===== config.mk =====
export PLATFORM = sky130hd
export DESIGN_NAME = clk_split_prescaler
export DESIGN_NICKNAME = d
export VERILOG_FILES = /design/src/rtl/clk_split_pkg.sv /design/src/rtl/phase_down_counter.sv /design/src/rtl/phase_end_detect.sv /design/src/rtl/phase_sequencer.sv /design/src/rtl/clk_split_prescaler.sv
export SDC_FILE = /design/constraint.sdc
export NUM_CORES = 1
export LEC_CHECK = 0
export ABC_CLOCK_PERIOD_IN_PS = 3800
export BUFFER_PORTS_ARGS = -buffer_cell sky130_fd_sc_hd__buf_2
export CORE_UTILIZATION = 35
export CTS_CLUSTER_SIZE = 30
export DETAILED_ROUTE_END_ITERATION = 8
export GPL_TIMING_DRIVEN = 0
export PLACE_DENSITY = 0.62
export SLEW_MARGIN = 10
export SYNTH_ARGS = -nofsm -noshare
export SYNTH_HDL_FRONTEND = slang
export SYNTH_HIERARCHICAL = 1
export SYNTH_SLANG_ARGS = --single-unit

===== constraint.sdc =====
create_clock -name clk -period 3.8 [get_ports clk]
set_input_delay 0.38 -clock clk [delete_from_list [all_inputs] [get_ports clk]]
set_output_delay 0.38 -clock clk [all_outputs]
set_load 0.02 [all_outputs]

===== src/rtl/clk_split_pkg.sv =====
// Package: shared types for the split-phase prescaler.
// Assumes nothing beyond IEEE 1800-2017 enums.
package clk_split_pkg;

    // Phase of the divided clock.
    typedef enum logic [1:0] {
        PH_IDLE = 2'd0,
        PH_HIGH = 2'd1,
        PH_LOW  = 2'd2
    } phase_e;

endpackage


===== src/rtl/phase_down_counter.sv =====
// Module: phase_down_counter
// Shared down counter that times both phases. Clear has priority over load,
// and load has priority over decrement. Decrementing zero wraps to all ones.
// Assumes a synchronous active-low reset.
module phase_down_counter #(
    parameter int CW = 5
) (
    input  logic          clk,
    input  logic          rst_n,
    input  logic          clr,
    input  logic          load,
    input  logic [CW-1:0] load_val,
    input  logic          dec,
    output logic [CW-1:0] cnt
);

    localparam logic [CW-1:0] ONE = {{(CW-1){1'b0}}, 1'b1};

    logic [CW-1:0] cnt_q;

    // Count register: clear, load or decrement (with wrap) once per cycle.
    always_ff @(posedge clk) begin
        if (!rst_n || clr) begin
            cnt_q <= '0;
        end else if (load) begin
            cnt_q <= load_val;
        end else if (dec) begin
            cnt_q <= cnt_q - ONE;
        end
    end

    assign cnt = cnt_q;

endmodule


===== src/rtl/phase_end_detect.sv =====
// Module: phase_end_detect
// Combinational end-of-phase detectors. The high phase ends when the
// whole counter is zero. The low phase ends when each of the counter's low
// LW bits is the inverse of the matching bit of the latched low count.
// Assumes LW <= CW.
module phase_end_detect #(
    parameter int CW = 5,
    parameter int LW = 3
) (
    input  logic [CW-1:0] cnt,
    input  logic [LW-1:0] lo_lat,
    output logic          hi_done,
    output logic          lo_done
);

    logic [LW-1:0] bit_match;

    // One inverted-match cell for each low-count bit.
    for (genvar i = 0; i < LW; i++) begin : g_cmp
        assign bit_match[i] = cnt[i] ^ lo_lat[i];
    end

    // Zero detector and reduction of the match cells.
    always_comb begin
        hi_done = (cnt == '0);
        lo_done = &bit_match;
    end

endmodule


===== src/rtl/phase_sequencer.sv =====
// Module: phase_sequencer
// Phase state machine. It steers the shared counter, latches the low count
// at each reload and registers the clock level and both edge strobes.
// Assumes the detector flags refer to the counter value of the current cycle.
module phase_sequencer
    import clk_split_pkg::*;
#(
    parameter int LW = 3
) (
    input  logic          clk,
    input  logic          rst_n,
    input  logic          enable,
    input  logic          hi_done,
    input  logic          lo_done,
    input  logic [LW-1:0] lo_in,
    output logic          cnt_clr,
    output logic          cnt_load,
    output logic          cnt_dec,
    output logic [LW-1:0] lo_lat,
    output logic          clk_out,
    output logic          rise_stb,
    output logic          fall_stb
);

    phase_e        phase_q, phase_d;
    logic [LW-1:0] lo_q;
    logic          clk_q, rise_q, fall_q;
    logic          enter_low;

    // Next phase and counter controls.
    always_comb begin
        phase_d   = phase_q;
        cnt_clr   = 1'b0;
        cnt_load  = 1'b0;
        cnt_dec   = 1'b0;
        enter_low = 1'b0;
        if (!enable) begin
            phase_d = PH_IDLE;
            cnt_clr = 1'b1;
        end else begin
            unique case (phase_q)
                PH_IDLE: begin
                    phase_d  = PH_HIGH;
                    cnt_load = 1'b1;
                end
                PH_HIGH: begin
                    cnt_dec = 1'b1;
                    if (hi_done) begin
                        phase_d   = PH_LOW;
                        enter_low = 1'b1;
                    end
                end
                PH_LOW: begin
                    if (lo_done) begin
                        phase_d  = PH_HIGH;
                        cnt_load = 1'b1;
                    end else begin
                        cnt_dec = 1'b1;
                    end
                end
                default: begin
                    phase_d = PH_IDLE;
                    cnt_clr = 1'b1;
                end
            endcase
        end
    end

    // Phase register.
    always_ff @(posedge clk) begin
        if (!rst_n) begin
            phase_q <= PH_IDLE;
        end else begin
            phase_q <= phase_d;
        end
    end

    // Low-count latch, updated only on a reload.
    always_ff @(posedge clk) begin
        if (!rst_n) begin
            lo_q <= '0;
        end else if (cnt_load) begin
            lo_q <= lo_in;
        end
    end

    // Registered clock level and edge strobes.
    always_ff @(posedge clk) begin
        if (!rst_n) begin
            clk_q  <= 1'b0;
            rise_q <= 1'b0;
            fall_q <= 1'b0;
        end else begin
            clk_q  <= (phase_d == PH_HIGH);
            rise_q <= cnt_load;
            fall_q <= enter_low;
        end
    end

    assign lo_lat   = lo_q;
    assign clk_out  = clk_q;
    assign rise_stb = rise_q;
    assign fall_stb = fall_q;

endmodule


===== src/rtl/clk_split_prescaler.sv =====
// Module: clk_split_prescaler (top)
// Divides the system clock into a clock with separately programmed high and
// low phases, plus one-cycle rise and fall strobes. Assumes LO_W <= HI_W, so
// that the counter wrap gives all ones in the bits the comparator checks.
module clk_split_prescaler #(
    parameter int HI_W = 5,
    parameter int LO_W = 3
) (
    input  logic            clk,
    input  logic            rst_n,
    input  logic            enable,
    input  logic [HI_W-1:0] hi_cnt,
    input  logic [LO_W-1:0] lo_cnt,
    output logic            clk_out,
    output logic            rise_stb,
    output logic            fall_stb
);

    logic [HI_W-1:0] cnt;
    logic [LO_W-1:0] lo_lat;
    logic            cnt_clr, cnt_load, cnt_dec;
    logic            hi_done, lo_done;

    phase_down_counter #(.CW(HI_W)) u_cnt (
        .clk      (clk),
        .rst_n    (rst_n),
        .clr      (cnt_clr),
        .load     (cnt_load),
        .load_val (hi_cnt),
        .dec      (cnt_dec),
        .cnt      (cnt)
    );

    phase_end_detect #(.CW(HI_W), .LW(LO_W)) u_det (
        .cnt     (cnt),
        .lo_lat  (lo_lat),
        .hi_done (hi_done),
        .lo_done (lo_done)
    );

    phase_sequencer #(.LW(LO_W)) u_seq (
        .clk      (clk),
        .rst_n    (rst_n),
        .enable   (enable),
        .hi_done  (hi_done),
        .lo_done  (lo_done),
        .lo_in    (lo_cnt),
        .cnt_clr  (cnt_clr),
        .cnt_load (cnt_load),
        .cnt_dec  (cnt_dec),
        .lo_lat   (lo_lat),
        .clk_out  (clk_out),
        .rise_stb (rise_stb),
        .fall_stb (fall_stb)
    );

endmodule


== After elaboration in Yosys (flattened, before gate mapping) ==
Cells that the tools add are included.

* Input bits: 11
* Bits in registers: 13
* Logic and storage cells: 36

* Equality and inequality tests: 3
* Multiplexer cells: 15
* Reductions and logical operators: 8
* Bitwise logic cells: 3
* $add $sub $neg: 1

{| class="wikitable"
|+ Operators with widths
! kind !! number
|-
| 5-bit two-way mux || 2
|-
| 1-bit two-way mux || 7
|-
| 2-bit two-way mux || 3
|-
| 2-bit case mux with 3 select lines || 1
|-
| 3-bit AND reduction || 2
|-
| 5-bit zero test || 1
|-
| 5-bit by 1-bit subtractor with 5-bit output (second input constant) || 1
|-
| 2-bit by 1-bit equality test with 1-bit output (second input constant) || 2
|-
| 1-bit case mux with 2 select lines || 2
|-
| 3-bit OR reduction || 1
|-
| 1-bit XOR || 3
|-
| 2-bit equality test (second input constant) || 1
|-
| 2-bit zero test || 1
|-
| 2-bit nonzero test || 1
|-
| 1-bit zero test || 1
|-
| 1-bit logical OR || 1
|}

== Depth between registers and ports, before layout ==
Gate-level depths: netlist of run 1.

* Depth in word-level cells: 7
* Gate-level depth with buffers: 8
* Depth with buffers taken out: 8

== By module ==
The synthesis of run 1 kept the hierarchy.

{| class="wikitable"
|+ By module, submodules not included
! module !! times used !! cells an instance !! area an instance (sq um) !! seq. area each (sq um)
|-
| phase_sequencer || 1 || 44 || 442.9 || 160.2
|-
| phase_down_counter || 1 || 30 || 254.0 || 100.1
|-
| phase_end_detect || 1 || 6 || 42.5 || 0.0
|}

== Least setup slack after synthesis of run 1 ==
OpenSTA, ideal clock, no wires.

* Kind: reg-to-reg
* From: reg u_seq.phase_q[0]
* To: reg u_cnt.cnt_q[4], in the netlist u_cnt/cnt[4]
* Setup slack: 2048 ps
* Arrival time: 1677 ps
* Cell stages (with the launch flop): 8
* Buffers on the path: 0
* Cell sequence: dfxtp_1 inv_1 ha_1 nand2_1 nor2_1 nand2_1 or4_1 a31oi_1

{| class="wikitable"
|+ RTL lines
! item !! line !! RTL
|-
| start: declaration || phase_sequencer.sv:25 || <nowiki>phase_e phase_q, phase_d;</nowiki>
|-
| start signal: assignment || phase_sequencer.sv:74 || <nowiki>phase_q <= phase_d;</nowiki>
|-
| 2-bit equality test or 2-bit by 1-bit equality test with 1-bit output (tied branches) || phase_sequencer.sv:41 || <nowiki>unique case (phase_q)</nowiki>
|-
| 1-bit case mux with 2 select lines * || phase_sequencer.sv:41 ||
|-
| 1-bit two-way mux * || phase_sequencer.sv:37 || <nowiki>if (!enable) begin</nowiki>
|-
| via cnt_dec || clk_split_prescaler.sv:21 || <nowiki>logic cnt_clr, cnt_load, cnt_dec;</nowiki>
|-
| 2-bit nonzero test (no line) * || n/a ||
|-
| end signal: assignment || phase_down_counter.sv:26 || <nowiki>cnt_q <= load_val;</nowiki>
|-
| end signal: assignment || phase_down_counter.sv:28 || <nowiki>cnt_q <= cnt_q - ONE;</nowiki>
|-
| end: declaration || phase_down_counter.sv:19 || <nowiki>logic [CW-1:0] cnt_q;</nowiki>
|}

Mark *: on every way through the listed nets, which the timed path passes. The rest lies on a longest branch.
A chain may end at the register's enable or synchronous reset.

== Final worst setup path of run 1 ==
Ends and elaborated chain as after synthesis.

==> metrics, run 1 <==
CTS tree built; asr flop ratio synth 0%; hpwl dp 1020 um; Die Wd 48.0 um; slowest CP cell or4_1; Reg clk slew, reported paths 0.08 ns; Clk Latency, worst-skew pair 0.27 ns; fraction of layout cells with a size suffix above 1 22.7%; Root Buffer clkbuf_4; global-route wire length before repair 2060 um; Residual DRC 0; GRT overflow 0; WHS Path Cells 3; final wirelength 1290 um; final period utilization 52.4%; Max Clock Freq 0.503 GHz; crit path kind reg -> reg; post-synthesis simple-gate area fraction 20.3%; Final Util 43.6%; Tmin final 1.99 ns; initial antenna violation count 0; cell area after synthesis 739 um^2; Post-CTS Setup Repair Bufs 0; Post-Synthesis Cells 80; synth unique cells 26; pin count of the biggest net entering global routing 11; post-DR wirelength/cell 10.4 um; GRT met1 Usage 17.2%; Req. time, crit path 4.00 ns; Post-synth top flop dfxtp_1; Hold Buf Count CTS 0; cells on worst reg2reg path 7; syn nets 98; Slew Viols, Final 0; vias per cell 4.56; startpoint class of the critical path register; area of the core 1980 um^2; worst path arrival time 2.19 ns; post-synthesis mux area share 4.06%; Yosys reg bits 13; main combinational cell family by area after synthesis simple AND/OR/NAND/NOR gates; most frequent cells in the layout buf_2 (13), dfxtp_1 (13), nand2_1 (9); Synth Area in XOR/XNOR 7.11%; TritonCTS buffer count 3; final net count 116; worst-margin pin slew 0.335 ns; met2 usage 19.5%; Placement Setup Slack 1.83 ns; Syn Area/Cell 9.24 um^2; PortBufs 13; final setup TNS 0 ns; vias 565; Hold WC Path Type in -> reg; CP max stage delay 0.41 ns; Layout fillers 193; Global Route met3 Usage 7.92%; All-Layer GR Usage 13.3%; Critical Path Fanout Max 5; Post-CTS Resized 0; PD cells 327 nW/um^2; Sink Count 13; final hold viol count 0; drt first-iter violations 2; cells along the critical path inv_1 -> ha_1 -> a21oi_1 -> nor2_1 -> nand2_1 -> or4_1 -> a31oi_1; Layout Skew 0.00152 ns; Seq/Total Area, Yosys 35.2%; gr busiest metal met2; status finished clean; leak pwr 0.351 nW; Longest Clk Path Bufs 2; area share of fa/ha/maj cells after synthesis 11.8%; number of global-route vias before repair 475; number of synthesis warnings 6; # rows 16; max-cap viol count 0; die area 2300 um^2; post-route ant nets 0; Post-synth EDFFs 0; Layout area overhead 16.9%; Synth Area in Compound Gates 15.9%; critical path capture point type register; CTS H-tree lvls 1; slew margin rel. 77.6%; Antenna diodes 0; VDD IR-drop max 0.000203 V; RSZ-0062 raised after global routing false; # IOs 14; DR pass1 iterations 4; Final setup viols 0; PnR worst setup slack 1.81 ns; Die Ht 48.0 um; Final GP Congestion 0.695; Starting Density 37.3%
[final cells by class]
cell class | count | area [um^2] | share of cell area (%)
clock buffer | 4 | 26.3 | 3.04
sequential | 13 | 260 | 30.1
timing repair buffer | 13 | 65.1 | 7.53
inverter | 6 | 22.5 | 2.60
multi-input combinational | 59 | 438 | 50.7
tap | 27 | 33.8 | 3.91
buffer | 2 | 18.8 | 2.17
[per-stage QoR]
| stage | hold slack, ns | cell area (um^2) | cells | power, mW |
|---|---|---|---|---|
| final | 0.350 | 865 | 124 | 0.283 |
| after global routing | 0.351 | 865 | 124 | 0.302 |
| after CTS | 0.345 | 865 | 124 | 0.287 |
| after detailed placement | 0.471 | 838 | 120 | 0.202 |
| after global placement | 0.462 | 838 | 120 | 0.201 |
| after floorplan | 0.447 | 739 | 80 | 0.187 |
[Yosys cell counts (all sizes together) (2+ instances only)]
cell type | instances | area share, %
nand2 | 9 | 4.6
buf | 2 | 2.5
nor2b | 2 | 1.7
o21ai | 4 | 2.7
xnor2 | 5 | 5.9
nor4b | 2 | 2.4
mux2i | 3 | 4.1
or4 | 2 | 2.0
inv | 6 | 3.0
nor2 | 4 | 2.0
ha | 7 | 12
a21oi | 7 | 5.2
nand2b | 4 | 3.4
dfxtp | 13 | 35
[power by group]
part | internal, mW | leakage (nW) | switching (mW)
logic | 0.0232 | 0.229 | 0.0253
registers | 0.143 | 0.107 | 0.00647
clock network | 0.0406 | 0.0150 | 0.0441
total | 0.207 | 0.351 | 0.0759
[kinds of logic (layout without fill, tap and decap cells)]
group,Yosys count,after routing
buffers and inverters,8,25
adder cells (fa/ha/maj),7,7
AO/OA/AOI/OAI,16,16
XOR/XNOR,6,6
multiplexers,3,3
flip-flops,13,13
AND/OR/NAND/NOR,27,27
[path summary, 6_finish.rpt]
path / start / end / slack, ns
setup / recovery: u_seq/phase_q[0] / u_cnt/cnt[4] / 1.81
hold / removal: hi_cnt[1] / u_cnt/cnt[1] / 0.35
hold reg to reg: u_seq/lo_lat[2] / u_seq/lo_lat[2] / 0.48
setup reg to reg: u_seq/phase_q[0] / u_cnt/cnt[4] / 1.81
[sequential cells by signal (all words and copies together) (netlist names)]
register        cells
u_seq/clk_out       1
u_seq/lo_lat        3
u_seq/phase_q       2
u_seq/rise_stb      1
u_cnt/cnt           5
u_seq/fall_stb      1
[routing by layer]
metal,vias to the layer above,wire length (um)
li1,306,-
met1,245,675
met2,14,555
met3,0,62
met4,0,0
met5,-,0
[worst max-delay path, delay by kind of cell, from the launching register on]
kind	cells	cell delay, ns
buf+inv	1	0.16
flops	1	0.37
compound gates	2	0.29
fa+ha+maj	1	0.23
simple gates	3	0.88
No activity file was read; power rests on OpenSTA's default activity.
==> run 2: changes to the inputs <==
--- a/config.mk
+++ b/config.mk
@@ -5,7 +5,7 @@
 export SDC_FILE = /design/constraint.sdc
 export NUM_CORES = 1
 export LEC_CHECK = 0
-export ABC_CLOCK_PERIOD_IN_PS = 3800
+export ABC_CLOCK_PERIOD_IN_PS = 1850
 export BUFFER_PORTS_ARGS = -buffer_cell sky130_fd_sc_hd__buf_2
 export CORE_UTILIZATION = 35
 export CTS_CLUSTER_SIZE = 30
==> constraint.sdc (replaced) <==
create_clock -name clk -period 1.85 [get_ports clk]
set_input_delay 0.185 -clock clk [delete_from_list [all_inputs] [get_ports clk]]
set_output_delay 0.185 -clock clk [all_outputs]
set_load 0.02 [all_outputs]
==> run 2 against run 1 <==
  * Count of clock-buffer cells in the layout unchanged
  * Critical path depth increased by 1
  * Highest routed layer unchanged
  * Sequential share of layout area is 0.42 points lower
  * Clock skew about the same
  * Final area is 4.3% higher
  * Global-route usage increased by 0.077 points
  * Hold slack worse by 0.20 ns
==> metrics, run 2 (same netlist as run 1, synthesis figures left out) <==
Clk Latency, worst-skew pair 0.27 ns (about the same); Reg clk slew, reported paths 0.08 ns (about the same); CTS tree built; slew margin rel. 78.5% (+0.96 points); Final GP Congestion 0.695 (unchanged); final period utilization 93.4% (+41 points); slowest CP cell dfxtp_1; buffers and inverters on the worst path 1 (unchanged); PnR worst setup slack 0.123 ns (-1.69 ns); DR pass1 iterations 4 (unchanged); CP max stage delay 0.42 ns (about the same); Tmin final 1.73 ns (-0.262 ns); Final setup viols 0 (unchanged); critical path capture point type register; final net count 117 (+0.86%); startpoint class of the critical path register; top cell family by delay on the critical path simple AND/OR/NAND/NOR gates; Max Clock Freq 0.579 GHz (+15%); worst path arrival time 1.93 ns (-0.26 ns); Layout Skew 0.00190 ns (+0.000378 ns); Slew Viols, Final 0 (unchanged); CTS H-tree lvls 1 (unchanged); PortBufs 13 (unchanged); final hold viol count 0 (unchanged); global-route wire length before repair 2080 um (+0.63%); vias 580 (+2.7%); PD cells 652 nW/um^2 (+99%); most common cell after layout, fill and taps aside buf_2; post-route ant nets 0 (unchanged); Starting Density 37.3% (unchanged); hpwl dp 1020 um (unchanged); VDD IR-drop max 0.000404 V (+99%); vias per cell 4.64 (+1.8%); number of global-route vias before repair 484 (+1.9%); final setup TNS 0 ns (unchanged); leak pwr 0.353 nW (+0.74%); Hold Buf Count CTS 0 (unchanged); pin count of the biggest net entering global routing 11 (unchanged); Final Util 45.5% (+1.9 points); drt first-iter violations 4 (+2); All-Layer GR Usage 13.4% (+0.077 points); Longest Clk Path Bufs 2 (unchanged); Layout area overhead 22.0%; DP Cell Count 120 (unchanged); # IOs 14 (unchanged); Sequential Power Share 52.4% (-0.6 points); hold slack 0.155 ns (-0.195 ns); placed inst area 838 um^2 (unchanged); Hold WC Path Type in -> reg; clock network power share 29.5% (-0.4 points); Die Ht 48.0 um (unchanged); Sw Share 27.2% (+0.43 points); max reg flops 5 (unchanged); area of the core 1980 um^2 (unchanged); post-DR wirelength/cell 10.7 um (+2.7%); most frequent cells in the layout buf_2 (13), nand2_1 (9), dfxtp_1 (9); Sink Count 13 (unchanged); Int Power 0.428 mW (+110%); # rows 16 (unchanged); part of the power in combinational logic 18.2% (+1.1 points); crit path kind reg -> reg; Antenna diodes 0 (unchanged); final wirelength 1340 um (+3.6%); total power 0.588 mW (+110%); Placement Setup Slack -0.120 ns (-1.95 ns); reg2reg setup slack 0.12 ns (-1.69 ns); fraction of layout cells with a size suffix above 1 33.7% (+11 points); Residual DRC 0 (unchanged); cells along the critical path xnor2_1 -> nor3_2 -> inv_1 -> a21oi_2 -> nor2_4 -> nand2_1 -> or4_1 -> a31oi_1; initial antenna violation count 0 (unchanged); Sw Pwr 0.160 mW (+110%); Req. time, crit path 2.05 ns (-1.95 ns); die area 2300 um^2 (unchanged); Final Cell Area 902 um^2 (+4.3%); status finished clean; post-route non-filler standard cell count 125 (+0.81%); GRT overflow 0 (unchanged); Die Wd 48.0 um (unchanged); Critical Path Fanout Max 5 (unchanged); TritonCTS buffer count 3 (unchanged); Root Buffer clkbuf_4; max-cap viol count 0 (unchanged); worst-margin pin slew 0.318 ns (-0.0176 ns)
==> run 2: cell types whose count changed in the layout (fill, tap and decap cells not counted), sizes merged <==
cell	before	now
clkinvlp	0	1
buf	15	16
inv	6	5
==> run 2: final timing paths <==
kind / start / endpoint / cells past startpoint
setup reg to reg: u_cnt/cnt[1] / u_cnt/cnt[4] / 8
hold / removal: hi_cnt[1] / u_cnt/cnt[1] / 3
hold reg to reg: u_seq/lo_lat[2] / u_seq/lo_lat[2] / 2
setup / recovery: u_cnt/cnt[1] / u_cnt/cnt[4] / 8
==> run 2: final cells by class <==
cell class	count	area (um^2)
fillers	194	1080
flip-flops and latches	13	268
clock buffers	4	26.3
inverters	6	26.3
plain buffers	2	18.8
multi-input cells	59	457
well taps	27	33.8
repair buffers	14	72.6
==> run 2: power by group through the flow <==
stage               combinational (mW)  clock [mW]  sequential, mW
global route                     0.121       0.197           0.310
global placement                0.0982           0           0.314
CTS                              0.101       0.181           0.308
floorplan                       0.0691           0           0.316
detailed placement              0.0999           0           0.315
finish                           0.107       0.173           0.308
==> run 2: timing repair <==
item / in CTS / in global routing
hold endpoints to repair: 0 / 0
endpoints found under the setup margin: 2 / 5
setup buffers: 0 / 1
pin swaps: 1 / 1
gates resized for setup: 2 / 12
==> run 2: tightest hold or removal path, stage by stage <==
cell and delay (ns):
buf_2 0.10, nand2_1 0.05, a21oi_1 0.05
==> run 2: per-layer routing <==
metal	wire length [um]	share of wire, %	global-route usage, %
met5	0	0	0
met3	72	5.4	7.92
met2	596	45	19.7
met1	670	50	17.2
met4	0	0	1.67
